## config.mk

```make
export PLATFORM = sky130hd
export DESIGN_NAME = modrm_addr_decoder
export DESIGN_NICKNAME = d
export VERILOG_FILES = /design/src/rtl/modrm_pkg.sv /design/src/rtl/modrm_field_decode.sv /design/src/rtl/ea_adder.sv /design/src/rtl/modrm_addr_decoder.sv
export SDC_FILE = /design/constraint.sdc
export NUM_CORES = 1
export LEC_CHECK = 0
export CELL_PAD_IN_SITES_DETAIL_PLACEMENT = 1
export CELL_PAD_IN_SITES_GLOBAL_PLACEMENT = 1
export CORE_ASPECT_RATIO = 0.7
export CORE_MARGIN = 4
export CORE_UTILIZATION = 35
export CTS_BUF_LIST = sky130_fd_sc_hd__clkbuf_4 sky130_fd_sc_hd__clkbuf_8
export CTS_CLUSTER_DIAMETER = 40
export DETAILED_ROUTE_END_ITERATION = 8
export PLACE_DENSITY = 0.77
export SETUP_SLACK_MARGIN = 0.3
export SLEW_MARGIN = 30
export SYNTH_ARGS = -nofsm -noshare
export SYNTH_HDL_FRONTEND = slang
export SYNTH_SLANG_ARGS = --single-unit
```

## constraint.sdc

```tcl
create_clock -name clk -period 4.65 [get_ports clk]
set_input_delay 0.465 -clock clk [delete_from_list [all_inputs] [get_ports clk]]
set_output_delay 0.465 -clock clk [all_outputs]
set_load 0.05 [all_outputs]
```

## src/rtl/modrm_pkg.sv

```systemverilog
package modrm_pkg;

    localparam int ADDR_W    = 32;
    localparam int NUM_REGS  = 8;
    localparam int SEL_W     = $clog2(NUM_REGS);
    localparam int LONG_DISP = ADDR_W / 8;
    localparam int CNT_W     = 3;

    localparam logic [1:0] MOD_IND  = 2'b00;
    localparam logic [1:0] MOD_D8   = 2'b01;
    localparam logic [1:0] MOD_D32  = 2'b10;
    localparam logic [1:0] MOD_REG  = 2'b11;

    localparam logic [2:0] CODE_ESC  = 3'b100;
    localparam logic [2:0] CODE_BP   = 3'b101;

    typedef enum logic [1:0] {
        ST_MODE,
        ST_SIB,
        ST_DISP,
        ST_DONE
    } dec_state_e;

    typedef struct packed {
        dec_state_e              st;
        logic [1:0]              mode;
        logic [SEL_W-1:0]        base_sel;
        logic [SEL_W-1:0]        index_sel;
        logic [1:0]              scale;
        logic                    has_base;
        logic                    has_index;
        logic [ADDR_W-1:0]       disp;
        logic [CNT_W-1:0]        disp_need;
        logic [CNT_W-1:0]        disp_got;
        logic [CNT_W-1:0]        count;
        logic                    done;
        logic                    is_reg;
        logic [SEL_W-1:0]        reg_num;
        logic [ADDR_W-1:0]       ea;
        logic                    illegal;
    } dec_regs_t;

endpackage

```

## src/rtl/modrm_field_decode.sv

```systemverilog
module modrm_field_decode
    import modrm_pkg::*;
(
    input  logic [1:0]       mode_i,
    input  logic [2:0]       rm_i,
    input  logic [7:0]       sib_i,
    output logic             need_sib_o,
    output logic [CNT_W-1:0] rm_disp_len_o,
    output logic             rm_has_base_o,
    output logic             sib_has_base_o,
    output logic             sib_has_index_o,
    output logic [CNT_W-1:0] sib_disp_len_o,
    output logic             sib_bad_o
);

    logic [1:0] sib_scale;
    logic [2:0] sib_index;
    logic [2:0] sib_base;
    logic [CNT_W-1:0] mode_len;

    assign sib_scale = sib_i[7:6];
    assign sib_index = sib_i[5:3];
    assign sib_base  = sib_i[2:0];

    always_comb begin
        case (mode_i)
            MOD_D8:  mode_len = CNT_W'(1);
            MOD_D32: mode_len = CNT_W'(LONG_DISP);
            default: mode_len = '0;
        endcase
    end

    always_comb begin
        need_sib_o    = (mode_i != MOD_REG) && (rm_i == CODE_ESC);
        rm_has_base_o = !((mode_i == MOD_IND) && (rm_i == CODE_BP));
        rm_disp_len_o = rm_has_base_o ? mode_len : CNT_W'(LONG_DISP);

        sib_has_index_o = (sib_index != CODE_ESC);
        sib_bad_o       = (sib_index == CODE_ESC) && (sib_scale != 2'b00);
        sib_has_base_o  = !((mode_i == MOD_IND) && (sib_base == CODE_BP));
        sib_disp_len_o  = sib_has_base_o ? mode_len : CNT_W'(LONG_DISP);
    end

endmodule

```

## src/rtl/ea_adder.sv

```systemverilog
module ea_adder #(
    parameter int W = 32
) (
    input  logic [W-1:0] base_i,
    input  logic         base_en_i,
    input  logic [W-1:0] index_i,
    input  logic         index_en_i,
    input  logic [1:0]   scale_i,
    input  logic [W-1:0] disp_i,
    output logic [W-1:0] sum_o
);

    logic [W-1:0] base_term;
    logic [W-1:0] index_term;

    always_comb begin
        base_term  = base_en_i  ? base_i : '0;
        index_term = index_en_i ? (index_i << scale_i) : '0;
        sum_o      = base_term + index_term + disp_i;
    end

endmodule

```

## src/rtl/modrm_addr_decoder.sv

```systemverilog
module modrm_addr_decoder
    import modrm_pkg::*;
(
    input  logic              clk,
    input  logic              rst_n,
    input  logic              in_valid,
    input  logic [7:0]        in_byte,
    output logic              in_ready,
    output logic [SEL_W-1:0]  rf_sel_a,
    input  logic [ADDR_W-1:0] rf_data_a,
    output logic [SEL_W-1:0]  rf_sel_b,
    input  logic [ADDR_W-1:0] rf_data_b,
    output logic              done,
    output logic              is_reg,
    output logic [SEL_W-1:0]  reg_num,
    output logic [ADDR_W-1:0] eff_addr,
    output logic              illegal,
    output logic [CNT_W-1:0]  byte_count
);

    dec_regs_t q, d;

    logic             take;
    logic [1:0]       cur_mode;
    logic             need_sib;
    logic [CNT_W-1:0] rm_disp_len;
    logic             rm_has_base;
    logic             sib_has_base;
    logic             sib_has_index;
    logic [CNT_W-1:0] sib_disp_len;
    logic             sib_bad;

    logic              add_base_en;
    logic              add_index_en;
    logic [1:0]        add_scale;
    logic [ADDR_W-1:0] add_disp;
    logic [ADDR_W-1:0] add_sum;
    logic [ADDR_W-1:0] disp_full;
    logic              disp_last;

    assign in_ready = (q.st != ST_DONE);
    assign take     = in_valid && in_ready;
    assign cur_mode = (q.st == ST_MODE) ? in_byte[7:6] : q.mode;

    assign rf_sel_a = ((q.st == ST_MODE) || (q.st == ST_SIB)) ? in_byte[2:0] : q.base_sel;
    assign rf_sel_b = (q.st == ST_SIB) ? in_byte[5:3] : q.index_sel;

    modrm_field_decode u_fields (
        .mode_i          (cur_mode),
        .rm_i            (in_byte[2:0]),
        .sib_i           (in_byte),
        .need_sib_o      (need_sib),
        .rm_disp_len_o   (rm_disp_len),
        .rm_has_base_o   (rm_has_base),
        .sib_has_base_o  (sib_has_base),
        .sib_has_index_o (sib_has_index),
        .sib_disp_len_o  (sib_disp_len),
        .sib_bad_o       (sib_bad)
    );

    // Displacement assembly: short form sign-extends, long form fills LSB first.
    always_comb begin
        disp_full = q.disp;
        if (q.disp_need == CNT_W'(1)) begin
            disp_full = {{(ADDR_W-8){in_byte[7]}}, in_byte};
        end else begin
            disp_full[8*q.disp_got +: 8] = in_byte;
        end
        disp_last = ((q.disp_got + CNT_W'(1)) == q.disp_need);
    end

    always_comb begin
        add_base_en  = 1'b1;
        add_index_en = 1'b0;
        add_scale    = q.scale;
        add_disp     = '0;
        case (q.st)
            ST_SIB: begin
                add_base_en  = sib_has_base;
                add_index_en = sib_has_index;
                add_scale    = in_byte[7:6];
            end
            ST_DISP: begin
                add_base_en  = q.has_base;
                add_index_en = q.has_index;
                add_disp     = disp_full;
            end
            default: ;
        endcase
    end

    ea_adder #(.W(ADDR_W)) u_adder (
        .base_i     (rf_data_a),
        .base_en_i  (add_base_en),
        .index_i    (rf_data_b),
        .index_en_i (add_index_en),
        .scale_i    (add_scale),
        .disp_i     (add_disp),
        .sum_o      (add_sum)
    );

    always_comb begin
        d      = q;
        d.done = 1'b0;
        case (q.st)
            ST_MODE: begin
                if (take) begin
                    d.mode      = cur_mode;
                    d.count     = CNT_W'(1);
                    d.base_sel  = in_byte[2:0];
                    d.index_sel = '0;
                    d.has_base  = rm_has_base;
                    d.has_index = 1'b0;
                    d.scale     = 2'b00;
                    d.disp      = '0;
                    d.disp_got  = '0;
                    d.disp_need = rm_disp_len;
                    d.illegal   = 1'b0;
                    d.is_reg    = 1'b0;
                    d.reg_num   = '0;
                    if (cur_mode == MOD_REG) begin
                        d.st      = ST_DONE;
                        d.done    = 1'b1;
                        d.is_reg  = 1'b1;
                        d.reg_num = in_byte[2:0];
                        d.ea      = '0;
                    end else if (need_sib) begin
                        d.st = ST_SIB;
                    end else if (rm_disp_len != '0) begin
                        d.st = ST_DISP;
                    end else begin
                        d.st   = ST_DONE;
                        d.done = 1'b1;
                        d.ea   = add_sum;
                    end
                end
            end
            ST_SIB: begin
                if (take) begin
                    d.count     = q.count + CNT_W'(1);
                    d.base_sel  = in_byte[2:0];
                    d.index_sel = in_byte[5:3];
                    d.scale     = in_byte[7:6];
                    d.has_base  = sib_has_base;
                    d.has_index = sib_has_index;
                    d.illegal   = sib_bad;
                    d.disp_need = sib_disp_len;
                    if (sib_disp_len != '0) begin
                        d.st = ST_DISP;
                    end else begin
                        d.st   = ST_DONE;
                        d.done = 1'b1;
                        d.ea   = add_sum;
                    end
                end
            end
            ST_DISP: begin
                if (take) begin
                    d.count    = q.count + CNT_W'(1);
                    d.disp     = disp_full;
                    d.disp_got = q.disp_got + CNT_W'(1);
                    if (disp_last) begin
                        d.st   = ST_DONE;
                        d.done = 1'b1;
                        d.ea   = add_sum;
                    end
                end
            end
            default: begin
                d.st = ST_MODE;
            end
        endcase
    end

    always_ff @(posedge clk) begin
        if (!rst_n) begin
            q    <= '0;
            q.st <= ST_MODE;
        end else begin
            q <= d;
        end
    end

    assign done       = q.done;
    assign is_reg     = q.is_reg;
    assign reg_num    = q.reg_num;
    assign eff_addr   = q.ea;
    assign illegal    = q.illegal;
    assign byte_count = q.count;

endmodule

```

==> out/results.ini, run 1 <==
[drt]
dr_total_vias = 8708
vias_per_cell = 5.50
drtPass1Iterations = 5
routed_wl_mm = 34.2
ant_nets = 0
drc_errors = 0
routedWlPerCell_um = 21.6
drt_iter0_markers = 532

[final_layout]
final_util_pct = 50.0
drive_gt1_share_pct = 26.7
layout_commonest_cell = nand2_1
syn_to_final_growth_pct = 40.4
most-common-layout-cells = 183 x nand2_1, 129 x buf_4, 122 x clkdlybuf4s50_1
final_nets = 1404
final_cells = 1582
largest_reg_flops = 51
insertedDiodeCount = 0
largest-register = q

[pwr]
seqPwrFrac_pct = 15.8
p_int_mw = 3.13
sw_frac_of_total_pct = 50.8
switchingPower_mw = 3.23
p_clk_share_pct = 10.1
power_mw = 6.36
ir_drop_mv = 0.243
power_density_nw_per_um2 = 538
p_comb_share_pct = 74.1
p_leak_nw = 4.85

[sta]
timing.slew.headroom_pct = 43.2
finalHoldViolCount = 0
setup_violations = 1
rsz0062_at_grt = yes
finalClockSkew_ns = 0.0173
maxSlewViolCount = 0
finalCritPeriodShare_pct = 100
finalWorstSetupSlack_ns = -0.0121
tightest_slew_ns = 0.840
period_minus_slack_ns = 4.66
fmax_mhz = 214

[setup_path]
end_kind = register
cp_slowest_cell = fa_1
cp_data_required_time_ns = 4.95
critPathMaxStageDelay_ns = 0.49
cpLargestDelayFamily = adder cells
cp_max_fo = 8
worstSetupPathType = register to register
cp-start-kind = register
crit_chain = inv_6 -> ha_4 -> ha_4 -> nor2b_4 -> nand2_4 -> buf_4 -> buf_6 -> nor3_4 -> buf_12 -> mux2i_1 -> a21o_1 -> fa_1 -> inv_1 -> ha_1 -> a21oi_1 -> o21ai_0 -> inv_1 -> a21oi_4 -> o2111ai_2 -> nand2_2 -> buf_6 -> a31oi_4 -> xor2_1 -> o21ai_1
crit_buf_inv = 7
crit_arrival_ns = 4.96

[synthesis]
synth_edf_count = 0
ys_types = 72
seq_area_frac_synth_pct = 21.9
synth_cells = 1069
avgSynthCellArea_um2 = 7.87
synth.ff_latch_count = 92
synthesis.nets = 1214
ys.flop_type = dfxtp_1
netlist_area_um2 = 8420
ys_warn_count = 0
synthArstFlopShare_pct = 0

[global_route]
grt_max_degree = 42
grt_pass1_wl_mm = 51.7
gr-total-overflow = 0
grt_use_total_pct = 24.6
grt_pass1_vias = 8934
antenna_found_initial = 0

[clock_network]
ctsLongestPathBuffers = 2
numClockSinks = 92
hold_buffers = 0
clock_latency_ns = 0.40
clockRootBuffer = clkbuf_8
cts_tree = built
cts_buffers = 9
cts.clk_slew.worst_paths_ns = 0.10
cts-htree-levels = 3

[place]
dp_hpwl_mm = 25.0
gp_congestion = 0.886
io_buffer_count = 122
place_inst = 1540

[die]
die_x_um = 193
rows = 47
die_h_um = 138
dieArea_um2 = 26600
core_um2 = 23600
boundaryPins = 123
initial_core_util_pct = 35.6

[min_path]
min_path_type = register to register

[job]
cap_violations = 0

[run_status]
violations = setup timing
status = finished, violations left

-- logic make-up after synthesis --
family / Yosys count / synth area share [%]
and+or+nand+nor: 382 / 19.7
AOI/OAI and AO/OA: 257 / 20.2
buffers and inverters: 172 / 9.57
DFF: 92 / 21.9
adders and majority gates: 70 / 13.3
muxes: 62 / 11.9
xor gates and xnor gates: 34 / 3.54
-- metrics by stage --
| stage | hold slack, ns | TNS, ns | cell area (um2) | worst slack, ns |
|---|---|---|---|---|
| floorplan | 0.426 | 0 | 8700 | 0.296 |
| global placement | 0.438 | -1.40 | 10800 | -0.222 |
| detailed placement | 0.448 | -3.36 | 10800 | -0.372 |
| CTS | 0.462 | 0 | 11400 | 0.127 |
| global route | 0.480 | -1.11 | 11800 | -0.205 |
| finish | 0.456 | -0.0121 | 11800 | -0.0121 |
-- worst min-delay path, stage by stage (launching register included) --
cell     delay, ns
dfxtp_1       0.32
nand2_1       0.05
a21oi_1       0.05
-- cell type report --
| type | count | area, um2 |
|---|---|---|
| repair buffers | 276 | 2570 |
| clock inverters | 5 | 66.3 |
| fillers | 2782 | 11800 |
| multi-input cells | 805 | 6490 |
| inverters | 75 | 287 |
| flip-flops and latches | 92 | 1850 |
| well taps | 318 | 398 |
| clock buffers | 11 | 151 |
-- what timing repair did --
action	in CTS	in global routing
resized for setup	50	67
pin swaps	26	53
cloned	1	0
endpoints found under the setup margin	19	22
setup buffers	16	8
-- power by group through the flow --
stage	logic, mW	clock network, mW	registers [mW]
2_1_floorplan	2.78	0	1.00
3_5_place_dp	4.26	0	1.02
3_3_place_gp	4.11	0	1.01
5_1_grt	5.05	0.675	1.02
4_1_cts	4.42	0.646	1.00
6_report	4.72	0.641	1.01
-- per-layer routing --
layer,track usage [%],vias up,routed length [um]
li1,-,4031,-
met5,0,-,0
met4,5.50,0,561
met2,40.1,291,15800
met3,4.06,40,1940
met1,34.5,4346,15900
-- synth_stat cells, types with 3 or more instances --
library cell	instances	area, um2
ha_1	38	475
nand2b_1	14	87.6
xor2_1	11	96.3
a21oi_1	73	365
dfxtp_1	92	1840
nor3b_1	3	22.5
a31o_2	13	114
nor2_1	98	368
a22oi_1	20	150
a21o_1	24	180
clkbuf_1	47	176
mux2_2	8	90.1
mux4_2	29	653
xnor2_1	23	201
o211ai_1	9	67.6
nor2b_1	9	56.3
inv_1	74	278
nand3b_1	3	22.5
o21ai_1	12	60.1
nand4_1	3	18.8
and3_1	3	18.8
o21ai_0	40	200
nor3_1	12	60.1
and2_1	12	75.1
mux2i_1	23	230
nand2_1	194	728
nor4_1	3	18.8
or3_1	3	18.8
buf_2	11	55.1
a211oi_1	8	60.1
a31oi_1	6	37.5
fa_1	32	641
nand3_1	15	75.1
buf_4	39	293
o21a_1	18	135
-- final timing paths --
| path | cells past startpoint | end | from | slack, ns |
|---|---|---|---|---|
| worst min-delay path | 2 | q[88] | q[88] | 0.46 |
| worst max register to register | 24 | eff_addr[29] | q[41] | -0.01 |
| worst max-delay path | 24 | eff_addr[29] | q[41] | -0.01 |
| worst min register to register | 2 | q[88] | q[88] | 0.46 |
Power figures use the tool's default switching activity.
==> run 2: changes to the inputs <==
- PLACE_DENSITY: 0.77 -> 0.74
- clock period: 4.65 -> 5.2 ns (I/O delays scaled with it)
==> run 2 against run 1 <==
The flow now finishes without violations; highest routed layer is now met5; final cell count is 5.4% lower; critical endpoint is now eff_addr[17]; worst hold slack better by 0.0087 ns; first-iteration DRC count is 9.4% higher.
==> out/results.ini, run 2 (same netlist as run 1, synthesis figures left out) <==
[final_layout]
most-common-layout-cells = 187 x nand2_1, 121 x clkdlybuf4s50_1, 96 x nor2_1
largest_reg_flops = 51  ; unchanged
final_cell_area_um2 = 10700  ; -9.4%
layout_commonest_cell = nand2_1
insertedDiodeCount = 0  ; unchanged
multi_input_area_um2 = 6170  ; -5.0%
seq_area_um2 = 1850  ; +0.34%
drive_gt1_share_pct = 18.0  ; -8.7 points
final_cells = 1496  ; -5.4%
nFillCells = 2835  ; +1.9%
syn_to_final_growth_pct = 27.2
largest-register = q
final_util_pct = 45.3  ; -4.7 points
final_nets = 1318  ; -6.1%

[clock_network]
clockRootBuffer = clkbuf_8
numClockSinks = 92  ; unchanged
cts-htree-levels = 3  ; unchanged
ctsLongestPathBuffers = 2  ; unchanged
cts_tree = built
cts.clk_slew.worst_paths_ns = 0.11  ; about the same
clock_latency_ns = 0.41  ; about the same
hold_buffers = 0  ; unchanged
cts_buffers = 9  ; unchanged

[job]
cap_violations = 0  ; unchanged

[setup_path]
cp_data_required_time_ns = 5.49  ; +0.54 ns
crit_chain = inv_1 -> ha_1 -> nor3_2 -> a21o_1 -> nand2_1 -> nand2_1 -> nand3_1 -> buf_12 -> and2_1 -> fa_1 -> ha_1 -> inv_1 -> fa_2 -> nor2b_2 -> o211ai_1 -> a21oi_2 -> o21a_1 -> a21oi_1 -> o211ai_1 -> a211oi_1 -> o21bai_1 -> xnor2_1 -> o21ai_1
end_kind = register
cp-start-kind = register
worstSetupPathType = register to register
critPathMaxStageDelay_ns = 0.45  ; -0.04 ns
crit_arrival_ns = 5.04  ; +0.08 ns
cp_max_fo = 15  ; +7
cp_slowest_cell = fa_1

[pwr]
ir_drop_mv = 0.213  ; -12%
p_leak_nw = 4.26  ; -12%
power_mw = 5.20  ; -18%
power_density_nw_per_um2 = 485  ; -9.9%

[die]
die_h_um = 138  ; unchanged
initial_core_util_pct = 35.6  ; unchanged
die_x_um = 193  ; unchanged
core_um2 = 23600  ; unchanged
rows = 47  ; unchanged
boundaryPins = 123  ; unchanged
dieArea_um2 = 26600  ; unchanged

[global_route]
grt_max_degree = 40  ; -4.8%
grt_pass1_vias = 8401  ; -6.0%
gr-total-overflow = 0  ; unchanged
grt_use_total_pct = 22.8  ; -1.8 points
antenna_found_initial = 1  ; +1
grt_pass1_wl_mm = 47.7  ; -7.7%

[sta]
finalClockSkew_ns = 0.0190  ; +0.00169 ns
period_minus_slack_ns = 4.75  ; +0.0892 ns
maxSlewViolCount = 0  ; unchanged
tightest_slew_ns = 0.850  ; +0.0105 ns
setup_violations = 0  ; -1
finalHoldViolCount = 0  ; unchanged
finalCritPeriodShare_pct = 91.4  ; -8.9 points
tns_ns = 0  ; +0.0121 ns
rsz0062_at_grt = no
holdWs_ns = 0.465  ; +0.00874 ns
timing.slew.headroom_pct = 43.2  ; about the same
fmax_mhz = 210  ; -1.9%
finalWorstSetupSlack_ns = 0.449  ; +0.461 ns

[place]
dp_hpwl_mm = 24.0  ; -4.2%
placed_area_um2 = 9990  ; -7.8%
dp_slack_ns = -0.120  ; +0.252 ns
gp_congestion = 0.933  ; +5.3%
io_buffer_count = 122  ; unchanged
place_inst = 1466  ; -4.8%

[drt]
drtPass1Iterations = 5  ; unchanged
drt_iter0_markers = 582  ; +9.4%
vias_per_cell = 5.49  ; -0.27%
ant_nets = 0  ; unchanged
routedWlPerCell_um = 20.9  ; -3.2%
drc_errors = 0  ; unchanged
dr_total_vias = 8212  ; -5.7%
routed_wl_mm = 31.3  ; -8.5%

[min_path]
min_path_type = register to register

[run_status]
status = complete, no violations

[run 2: changes by cell type in the layout (fill, tap and decap cells not counted), moves of 4 or more]
cell / before / now
a21oi_1: 60 / 69
a21oi_2: 12 / 6
buf_12: 8 / 2
buf_4: 129 / 61
buf_6: 15 / 5
nand2_1: 183 / 187
o21ai_0: 33 / 38
[run 2: layout make-up]
cell class              instances  area share [%]
clock buffers                  10            1.23
clock inverters                 6           0.900
inverters                      75            2.63
multi-input cells             805            57.6
flip-flops and latches         92            17.3
well taps                     318            3.72
repair buffers                190            16.6
[run 2: path summary, 6_finish.rpt]
path / cells after the start / from / slack, ns / end
setup / recovery: 23 / q[91] / 0.45 / eff_addr[17]
hold reg to reg: 2 / q[48] / 0.47 / q[48]
hold / removal: 2 / q[48] / 0.47 / q[48]
setup reg to reg: 23 / q[91] / 0.45 / eff_addr[17]
[run 2: per-layer routing]
| metal | global-route usage (%) | wire [um] |
|---|---|---|
| met5 | 0 | 13 |
| met1 | 32.2 | 14900 |
| met4 | 5.74 | 539 |
| met2 | 35.5 | 13900 |
| met3 | 5.23 | 1940 |
[run 2: worst max-delay path, delay by kind of cell, from the launching register on]
family                     cells  cell delay, ns
buffers and inverters          3            0.34
DFF                            1            0.40
and+or+nand+nor                6            0.67
xor gates and xnor gates       1            0.16
adders and majority gates      4            1.21
AOI/OAI and AO/OA              9            1.84
[run 2: timing repair]
action                                  4_1_cts  5_1_grt
buffers inserted                              4       10
cloned                                        0        0
endpoints found under the setup margin        9       13
pin swaps                                     3       34
gates resized for setup                      13       72
[run 2: where the power goes]
part,internal (mW),total [mW],switching (mW)
Clock,0.283,0.599,0.316
Combinational,1.40,3.70,2.29
Sequential,0.818,0.904,0.0864
Total,2.50,5.20,2.69
